--- src/rtl/eewp_pkg.sv ---
package eewp_pkg;

   typedef enum logic [1:0] {
      ZONE_NONE    = 2'b00,
      ZONE_QUARTER = 2'b01,
      ZONE_HALF    = 2'b10,
      ZONE_ALL     = 2'b11
   } zone_sel_e;

   typedef struct packed {
      logic      lock_en;
      zone_sel_e zone;
      logic      wen;
   } wp_ctrl_t;

   localparam wp_ctrl_t CTRL_RESET = '{lock_en: 1'b0, zone: ZONE_NONE, wen: 1'b0};

endpackage

--- src/rtl/eewp_zone_decode.sv ---
module eewp_zone_decode
   import eewp_pkg::*;
#(
   parameter int ADDR_W = 12
) (
   input  logic [ADDR_W-1:0] addr,
   input  zone_sel_e         zone,
   output logic              in_zone
);

   generate
      if (ADDR_W < 2) begin : g_bad_width
         $error("eewp_zone_decode: ADDR_W must be at least 2");
      end else begin : g_slice
         logic [1:0] top2;
         assign top2 = addr[ADDR_W-1 -: 2];

         always_comb begin
            unique case (zone)
               ZONE_NONE:    in_zone = 1'b0;
               ZONE_QUARTER: in_zone = (top2 == 2'b11);
               ZONE_HALF:    in_zone = top2[1];
               ZONE_ALL:     in_zone = 1'b1;
               default:      in_zone = 1'b1;
            endcase
         end
      end
   endgenerate

endmodule

--- src/rtl/eewp_reg_policy.sv ---
module eewp_reg_policy
   import eewp_pkg::*;
#(
   parameter int DATA_W   = 8,
   parameter int WEN_BIT  = 1,
   parameter int ZONE_LSB = 3,
   parameter int LOCK_BIT = 7
) (
   input  wp_ctrl_t          cur,
   input  logic [DATA_W-1:0] data,
   input  logic              hw_lock,
   output wp_ctrl_t          nxt,
   output logic              reg_ok
);

   localparam logic [DATA_W-1:0] FIELD_MASK =
      (DATA_W'(1) << WEN_BIT) | (DATA_W'(3) << ZONE_LSB) | (DATA_W'(1) << LOCK_BIT);

   logic [DATA_W-1:0] kept;
   logic              cfg_change;

   assign kept = data & FIELD_MASK;

   always_comb begin
      nxt.wen     = kept[WEN_BIT];
      nxt.zone    = zone_sel_e'(kept[ZONE_LSB +: 2]);
      nxt.lock_en = kept[LOCK_BIT];
   end

   assign cfg_change = (nxt.zone != cur.zone) || (nxt.lock_en != cur.lock_en);

   // Latch-only updates bypass the latch; any configuration change needs it.
   assign reg_ok = !hw_lock && (!cfg_change || cur.wen);

endmodule

--- src/rtl/eewp_ctrl_reg.sv ---
module eewp_ctrl_reg
   import eewp_pkg::*;
#(
   parameter int DATA_W   = 8,
   parameter int WEN_BIT  = 1,
   parameter int ZONE_LSB = 3,
   parameter int LOCK_BIT = 7
) (
   input  logic              clk,
   input  logic              rst_n,
   input  logic              load,
   input  wp_ctrl_t          nxt,
   output wp_ctrl_t          q,
   output logic [DATA_W-1:0] image
);

   always_ff @(posedge clk or negedge rst_n) begin
      if (!rst_n)    q <= CTRL_RESET;
      else if (load) q <= nxt;
   end

   generate
      for (genvar b = 0; b < DATA_W; b++) begin : g_img
         if (b == WEN_BIT) begin : g_wen
            assign image[b] = q.wen;
         end else if (b == ZONE_LSB) begin : g_z0
            assign image[b] = q.zone[0];
         end else if (b == ZONE_LSB + 1) begin : g_z1
            assign image[b] = q.zone[1];
         end else if (b == LOCK_BIT) begin : g_lock
            assign image[b] = q.lock_en;
         end else begin : g_zero
            assign image[b] = 1'b0;
         end
      end
   endgenerate

endmodule

--- src/rtl/eewp_guard.sv ---
module eewp_guard
   import eewp_pkg::*;
#(
   parameter int ADDR_W   = 12,
   parameter int DATA_W   = 8,
   parameter int WEN_BIT  = 1,
   parameter int ZONE_LSB = 3,
   parameter int LOCK_BIT = 7
) (
   input  logic              clk,
   input  logic              rst_n,
   input  logic              wr_req,
   input  logic [ADDR_W-1:0] wr_addr,
   input  logic [DATA_W-1:0] wr_data,
   input  logic              wp_pin,
   output logic              wr_permit,
   output logic [DATA_W-1:0] ctrl_value
);

   localparam logic [ADDR_W-1:0] CTRL_ADDR = {ADDR_W{1'b1}};

   generate
      if (WEN_BIT >= DATA_W || ZONE_LSB + 1 >= DATA_W || LOCK_BIT >= DATA_W) begin : g_bad_pos
         $error("eewp_guard: a control field lies outside DATA_W");
      end
      if (WEN_BIT == LOCK_BIT || WEN_BIT == ZONE_LSB || WEN_BIT == ZONE_LSB + 1 ||
          LOCK_BIT == ZONE_LSB || LOCK_BIT == ZONE_LSB + 1) begin : g_bad_overlap
         $error("eewp_guard: control fields overlap");
      end
   endgenerate

   wp_ctrl_t ctrl_q;
   wp_ctrl_t ctrl_nxt;
   logic     hit_ctrl;
   logic     hw_lock;
   logic     in_zone;
   logic     reg_ok;
   logic     array_ok;
   logic     load;

   assign hit_ctrl = (wr_addr == CTRL_ADDR);
   assign hw_lock  = ctrl_q.lock_en && wp_pin;

   eewp_zone_decode #(.ADDR_W(ADDR_W)) u_zone (
      .addr    (wr_addr),
      .zone    (ctrl_q.zone),
      .in_zone (in_zone)
   );

   eewp_reg_policy #(
      .DATA_W(DATA_W), .WEN_BIT(WEN_BIT), .ZONE_LSB(ZONE_LSB), .LOCK_BIT(LOCK_BIT)
   ) u_policy (
      .cur     (ctrl_q),
      .data    (wr_data),
      .hw_lock (hw_lock),
      .nxt     (ctrl_nxt),
      .reg_ok  (reg_ok)
   );

   assign array_ok  = ctrl_q.wen && !in_zone;
   assign wr_permit = wr_req && (hit_ctrl ? reg_ok : array_ok);
   assign load      = wr_req && hit_ctrl && reg_ok;

   eewp_ctrl_reg #(
      .DATA_W(DATA_W), .WEN_BIT(WEN_BIT), .ZONE_LSB(ZONE_LSB), .LOCK_BIT(LOCK_BIT)
   ) u_reg (
      .clk   (clk),
      .rst_n (rst_n),
      .load  (load),
      .nxt   (ctrl_nxt),
      .q     (ctrl_q),
      .image (ctrl_value)
   );

endmodule

--- config.mk ---
export PLATFORM = sky130hd
export DESIGN_NAME = eewp_guard
export DESIGN_NICKNAME = d
export VERILOG_FILES = /design/src/rtl/eewp_pkg.sv /design/src/rtl/eewp_zone_decode.sv /design/src/rtl/eewp_reg_policy.sv /design/src/rtl/eewp_ctrl_reg.sv /design/src/rtl/eewp_guard.sv
export SDC_FILE = /design/constraint.sdc
export NUM_CORES = 1
export LEC_CHECK = 0
export BUFFER_PORTS_ARGS = -buffer_cell sky130_fd_sc_hd__buf_2
export CORE_AREA = 3 3 40 42
export DETAILED_ROUTE_END_ITERATION = 6
export DIE_AREA = 0 0 43 45
export SLEW_MARGIN = 20
export SYNTH_ARGS = -nofsm -noshare
export SYNTH_HDL_FRONTEND = slang
export SYNTH_SLANG_ARGS = --single-unit
--- constraint.sdc ---
create_clock -name clk -period 2.4 [get_ports clk]
set_clock_uncertainty 0.2 [all_clocks]
set_input_delay 0.36 -clock clk [delete_from_list [all_inputs] [get_ports clk]]
set_output_delay 0.36 -clock clk [all_outputs]
set_load 0.03 [all_outputs]
==> impl_metrics.py, run 1 <==
metrics = {
    "global_routing": {
        "grt_antenna_before_repair": 0,
        "grt_pass1_vias": 253,
        "globalRouteOverflowTotal": 0,
        "grt_max_degree": 6,
        "grt_pass1_wl_um": 924,
        "track_usage": 0.07107,
    },
    "detailed_routing": {
        "drcViolationCount": 0,
        "drt_first_pass_iters": 1,
        "wl_per_cell_um": 9.730,
        "initialDrtViolationCount": 0,
        "num_vias": 309,
        "postRouteAntennaNets": 0,
        "drt-total-wl_um": 720,
        "viasPerCell": 4.176,
    },
    "cells_and_area": {
        "final_cells": 74,
        "fillCellCount": 144,
        "final_layout_size_suffix_gt1_frac": 0.5254,
        "largest_reg_flops": 4,
        "final_nets": 85,
        "antenna_cells": 0,
        "area_growth_pct": 49.00,
    },
    "sta": {
        "fmax_ghz": 0.4860,
        "rsz0062_at_grt": "false",
        "finalCritPeriodShare": 0.8574,
        "setup_ws_ps": 342.2,
        "hold_viol": 0,
        "setup_viol": 0,
        "setup-tns-final_ps": 0,
        "final_period_minus_worst_setup_slack_ps": 2058,
        "drv_slew": 0,
    },
    "clocking": {
        "insertion_delay_ps": 230,
        "ctsResizeCount": 0,
        "post_cts_buffers": 0,
        "clk_pin_slew_worst_paths_ps": 40,
        "cts_tree": "built",
        "htree_num_levels": 1,
        "cts_buffers": 3,
        "clkSinkCount": 4,
        "clockRootBuffer": "clkbuf_4",
        "cts_buffer_depth": 2,
    },
    "worst_setup_path": {
        "r2r-start": "u_reg.image[7]",
        "arrival_ps": 1500,
        "critPathCaptureType": "primary output",
        "rr_worst_depth": 4,
        "r2r_end": "u_reg.image[4]",
        "crit_fanout": 4,
        "cp.required_ps": 1840,
        "startpoint_type": "flip-flop",
        "rrSetupSlack_ps": 800,
        "crit_type": "flip-flop to primary output",
        "critical_path.endpoint": "wr_permit",
        "critPathLaunch": "u_reg.image[7]",
    },
    "floorplanning": {
        "boundaryPins": 33,
        "dieArea_um2": 1935,
        "die_y_um": 45,
        "row_count": 13,
        "die_width_um": 43,
        "initial_core_util": 0.2425,
        "core_area_um2": 1285,
    },
    "synth": {
        "synth_cell_types": 16,
        "ys_ff_latch": 4,
        "synth_area_per_cell_um2": 9.736,
        "ys_top_cells_by_area": "dfrtp_1 32%, mux2_1 11%, buf_4 9.6%",
        "synth_area_um2": 311.5,
        "syn_inst": 32,
        "seq_area_frac_synth": 0.3213,
        "ys_warn_count": 0,
        "synth_top_area_share": 0.3213,
        "yosys.area.top_type": "dfrtp_1",
    },
    "placement": {
        "placed_cells": 70,
        "port_buffers": 24,
        "routabilityCongestion": 0.6570,
        "pre_cts_ws_ps": 436.7,
        "hpwl_um": 643.4,
    },
    "hold_path": {
        "hold_path.class": "input port to flip-flop",
    },
    "pwr": {
        "power-per-cell-area_nw_per_um2": 394.8,
        "ir_drop_mv": 0.1540,
        "power.leakage_uw": 0.0002671,
    },
    "flow_run": {
        "drv_cap": 0,
    },
    "outcome": {
        "status": "complete, no violations",
    },
}
final cells by class:
class	count	area (um2)	area share
Sequential cell	4	100.1	0.2156
Timing Repair Buffer	25	130.1	0.2803
Clock buffer	3	22.52	0.04852
Tap cell	15	18.77	0.04043
Multi-Input combinational cell	25	185.2	0.3989
Inverter	2	7.507	0.01617
power by group:
group | internal [uW] | total [uW] | switching (uW)
logic | 15.2 | 34.0 | 18.8
registers | 67.9 | 67.9 | 0.0278
clock network | 55.8 | 81.4 | 25.6
worst max-delay path, stage by stage (launching register included):
cell and delay (ps):
dfrtp_1 400, a21bo_2 220, nor4_4 210, o21ai_0 130, o21ai_0 90, buf_2 220
cells by family after synthesis:
family	synth area share
buffers and inverters	0.1205
flip-flops	0.3213
multiplexers	0.1084
XOR/XNOR	0.08435
AND/OR/NAND/NOR	0.2128
other	0.01204
AO/OA/AOI/OAI	0.1406
cell usage after synthesis:
cell type and number:
o21ai_0 2, nand2_2 1, dfrtp_1 4, nor3_1 2
xor2_1 3, nand4_1 2, conb_1 1, o2111ai_1 1
nor4_4 1, inv_1 2, nand2_1 1, nand4_2 1
a21oi_1 3, a21bo_2 1, buf_4 4, mux2_1 3
metal layers:
metal,global-route usage,wire [um],vias to the layer above
li1,-,-,163
met3,0.04382,49,0
met5,0,0,-
met4,0.07229,0,0
met1,0.06098,273,139
met2,0.1108,397,7
worst min-delay path by stage:
stage | from | to | slack [ps] | cells after the start
global route | wr_data[1] | u_reg.image[1] | 160 | 3
floorplan | rst_n | u_reg.image[1] | -140 | 0
finish | wr_data[1] | u_reg.image[1] | 160 | 3
CTS | wr_data[1] | u_reg.image[1] | 150 | 3
detailed placement | rst_n | u_reg.image[7] | -30 | 1
global placement | rst_n | u_reg.image[1] | -30 | 1
repair_timing:
action / in CTS / in global routing
endpoints found under the setup margin: 0 / 0
hold buffers: 1 / 0
hold endpoints to repair: 4 / 0
placed cells by master (no fill, tap or decap):
master,instances
nand2_2,1
o21ai_0,2
mux2_1,3
clkbuf_4,3
o2111ai_1,1
nand4_1,2
nand2_1,1
buf_2,24
a21oi_1,3
nor3_1,2
inv_1,2
nor4_4,1
a21bo_2,1
xor2_1,3
dfrtp_1,4
conb_1,4
nand4_2,1
dlygate4sd3_1,1
metrics by stage:
stage	power [uW]	area (um2)	hold slack [ps]	util
after detailed placement	101.6	431.7	-32.79	0.3359
after CTS	189.0	464.2	146.5	0.3612
after global routing	199.9	464.2	162.9	0.3612
final	183.3	464.2	157.4	0.3612
after floorplan	88.30	322.8	-135.6	-
after global placement	101.2	431.7	-32.21	0.3359
Power figures use the tool's default switching activity.
==> inputs of run 2 (changes only) <==
Settings changed: ABC_AREA set to 1.
==> run 2 against run 1 <==
Against the previous run: clock power decreased by 1%; total power rose by 0.94%; final area increased by 6.7%; setup slack better by 130 ps; largest cell class unchanged; global-route usage increased by 2.0 points; hold slack improved by 16 ps; maximum frequency is 6.9% higher; die area unchanged; critical endpoint unchanged; sequential power about the same; non-clock buffer count unchanged; sequential share of layout area shrank 1.4 points.
==> impl_metrics.py, run 2 <==
metrics = {
    "pwr": {
        "totalPowerFinal_uw": 185.0,
        "seqPwrFrac": 0.367,
        "p_clk_frac": 0.435,
        "power.leakage_uw": 0.0003032,
        "p_int_uw": 139.2,
        "pwr-share-comb": 0.197,
        "ir_drop_mv": 0.2161,
        "p_switching_uw": 45.77,
        "power-per-cell-area_nw_per_um2": 373.4,
        "switching_share": 0.2474,
    },
    "sta": {
        "setup_viol": 0,
        "finalCritPeriodShare": 0.8021,
        "rsz0062_at_grt": "false",
        "fmax_ghz": 0.5195,
        "setup_ws_ps": 475.0,
        "hold_viol": 0,
        "final_period_minus_worst_setup_slack_ps": 1925,
        "hold_ws_ps": 172.9,
        "drv_slew": 0,
        "setup-tns-final_ps": 0,
    },
    "clocking": {
        "post_cts_buffers": 0,
        "clkSinkCount": 4,
        "cts_buffers": 3,
        "cts_tree": "built",
        "cts_buffer_depth": 2,
        "htree_num_levels": 1,
        "clockRootBuffer": "clkbuf_4",
        "insertion_delay_ps": 230,
        "clk_pin_slew_worst_paths_ps": 40,
    },
    "worst_setup_path": {
        "crit_fanout": 5,
        "cp.buffers_inverters": 2,
        "path_cells": "inv_1, nand2_1, nand2_1, nand3_1, nand2_2, nand2_2, nand2_1, buf_2",
        "cpPeakStageDelay_ps": 410,
        "arrival_ps": 1370,
        "critPathMostFrequentCell": "nand2_1",
        "critPathCaptureType": "primary output",
        "startpoint_type": "flip-flop",
        "crit_type": "flip-flop to primary output",
        "critPathTopFamily": "simple AND/OR/NAND/NOR gates",
        "critPathSlowestCell": "dfrtp_1",
        "cp.required_ps": 1840,
    },
    "global_routing": {
        "grt_max_degree": 6,
        "grt_pass1_wl_um": 1324,
        "track_usage": 0.09114,
        "grt_antenna_before_repair": 0,
        "grt_pass1_vias": 371,
        "globalRouteOverflowTotal": 0,
    },
    "floorplanning": {
        "initial_core_util": 0.2668,
        "core_area_um2": 1285,
        "boundaryPins": 33,
        "row_count": 13,
        "dieArea_um2": 1935,
        "die_y_um": 45,
        "die_width_um": 43,
    },
    "detailed_routing": {
        "drt_first_pass_iters": 2,
        "postRouteAntennaNets": 0,
        "num_vias": 389,
        "wl_per_cell_um": 8.896,
        "drcViolationCount": 0,
        "initialDrtViolationCount": 2,
        "drt-total-wl_um": 854,
        "viasPerCell": 4.052,
    },
    "cells_and_area": {
        "final_common_cell": "buf_2",
        "antenna_cells": 0,
        "area_growth_pct": 44.53,
        "largest_reg_flops": 4,
        "final_nets": 107,
        "layout_common_cells": "24 x buf_2, 23 x nand2_1, 6 x inv_1, 5 x nand3_1",
        "final_layout_size_suffix_gt1_frac": 0.3951,
    },
    "synth": {
        "synth-simple-area-share": 0.4635,
        "synth_area_per_cell_um2": 6.349,
        "synth_edf_count": 0,
        "ys_top_cells_by_area": "dfrtp_1 29%, nand2_1 25%, buf_4 8.8%",
        "synth_most_common_cell": "nand2_1",
        "synth_top_family_by_area": "simple AND/OR/NAND/NOR gates",
        "synthAdderAreaFrac": 0,
        "ys_warn_count": 0,
        "synthXorXnorAreaFrac": 0.02555,
        "synthMuxAreaShare": 0,
        "ys_ff_latch": 4,
        "synth_top_area_share": 0.2920,
        "syn_inst": 54,
        "seq_area_frac_synth": 0.2920,
        "synth-async-reset-ratio": 1.000,
        "yosys-top-cells-count": "23 x nand2_1, 6 x inv_1, 5 x nand3_1",
        "synth_cell_types": 14,
        "yosys.area.top_type": "dfrtp_1",
        "synth_area_um2": 342.8,
        "synth_top_flop_cell": "dfrtp_1",
        "synth_compound_area_frac": 0.05474,
    },
    "hold_path": {
        "hold_path.class": "input port to flip-flop",
    },
    "flow_run": {
        "drv_cap": 0,
    },
    "placement": {
        "routabilityCongestion": 0.7609,
        "hpwl_um": 758.6,
        "port_buffers": 24,
        "pre_cts_ws_ps": 559.0,
    },
    "outcome": {
        "status": "complete, no violations",
    },
}
==> run 2: changes by cell type after synthesis, sizes merged, moves of 2 or more <==
cell	before	now
nand2	2	25
nand3	0	6
inv	2	6
nor2	0	4
a21oi	3	0
mux2	3	0
nand4	3	0
xor2	3	0
nor3	2	0
==> run 2: tightest hold or removal path: cells and delay by family <==
kind | cells | cell delay [ps]
buffers and inverters | 1 | 80
and+or+nand+nor | 2 | 130
==> run 2: kinds of logic (layout without fill, tap and decap cells) <==
| kind of cell | Yosys count | after routing |
|---|---|---|
| DFF | 4 | 4 |
| buffers and inverters | 10 | 34 |
| other | 1 | 4 |
| xor gates and xnor gates | 1 | 1 |
| AOI/OAI and AO/OA | 3 | 3 |
| and+or+nand+nor | 35 | 35 |
==> run 2: worst paths after layout <==
kind                                start             end  slack, ps  depth (start not counted)
min                            wr_data[1]  u_reg.image[1]        170                          3
max                        u_reg.image[3]       wr_permit        470                          8
min in group asynchronous           rst_n  u_reg.image[4]        260                          2
min reg2reg                u_reg.image[7]  u_reg.image[7]        340                          2
max in group asynchronous           rst_n  u_reg.image[1]       1620                          2
max reg2reg                u_reg.image[3]  u_reg.image[4]       1100                          8
==> run 2: metrics by stage <==
stage               instance area [um2]  std cells  utilization
floorplan                         354.1         57            -
global placement                  462.9         92       0.3603
detailed placement                462.9         92       0.3603
CTS                               495.5         96       0.3856
global route                      495.5         96       0.3856
finish                            495.5         96       0.3856
==> run 2: power by group through the flow <==
stage	Sequential [uW]	Combinational, uW	Clock (uW)
after global placement	68.8	34.7	0
after floorplan	68.9	21.9	0
after detailed placement	68.8	35.5	0
final	68.0	36.5	80.5
after global routing	67.8	40.7	91.9
after CTS	67.9	36.8	85.2
==> run 2: final cells by class <==
cell class / instances / area [um2]
fill: 152 / 789.5
multi-input combinational: 43 / 201.4
timing repair buffer: 25 / 130.1
sequential: 4 / 100.1
clock buffer: 3 / 22.52
inverter: 6 / 22.52
tap: 15 / 18.77
==> run 2: layer usage <==
metal  global-route usage  up-vias  wire length (um)
met5                    0        -                 0
met4              0.07229        0                 0
met3             0.007968        0                51
met2               0.1707       10               460
met1              0.09268      167               342
li1                     -      212                 -
==> run 2: what timing repair did <==
item                                    in CTS  in global routing
hold buffers                                 1                  0
resized for setup                            0                  0
endpoints found under the setup margin       0                  0
hold endpoints to repair                     4                  0
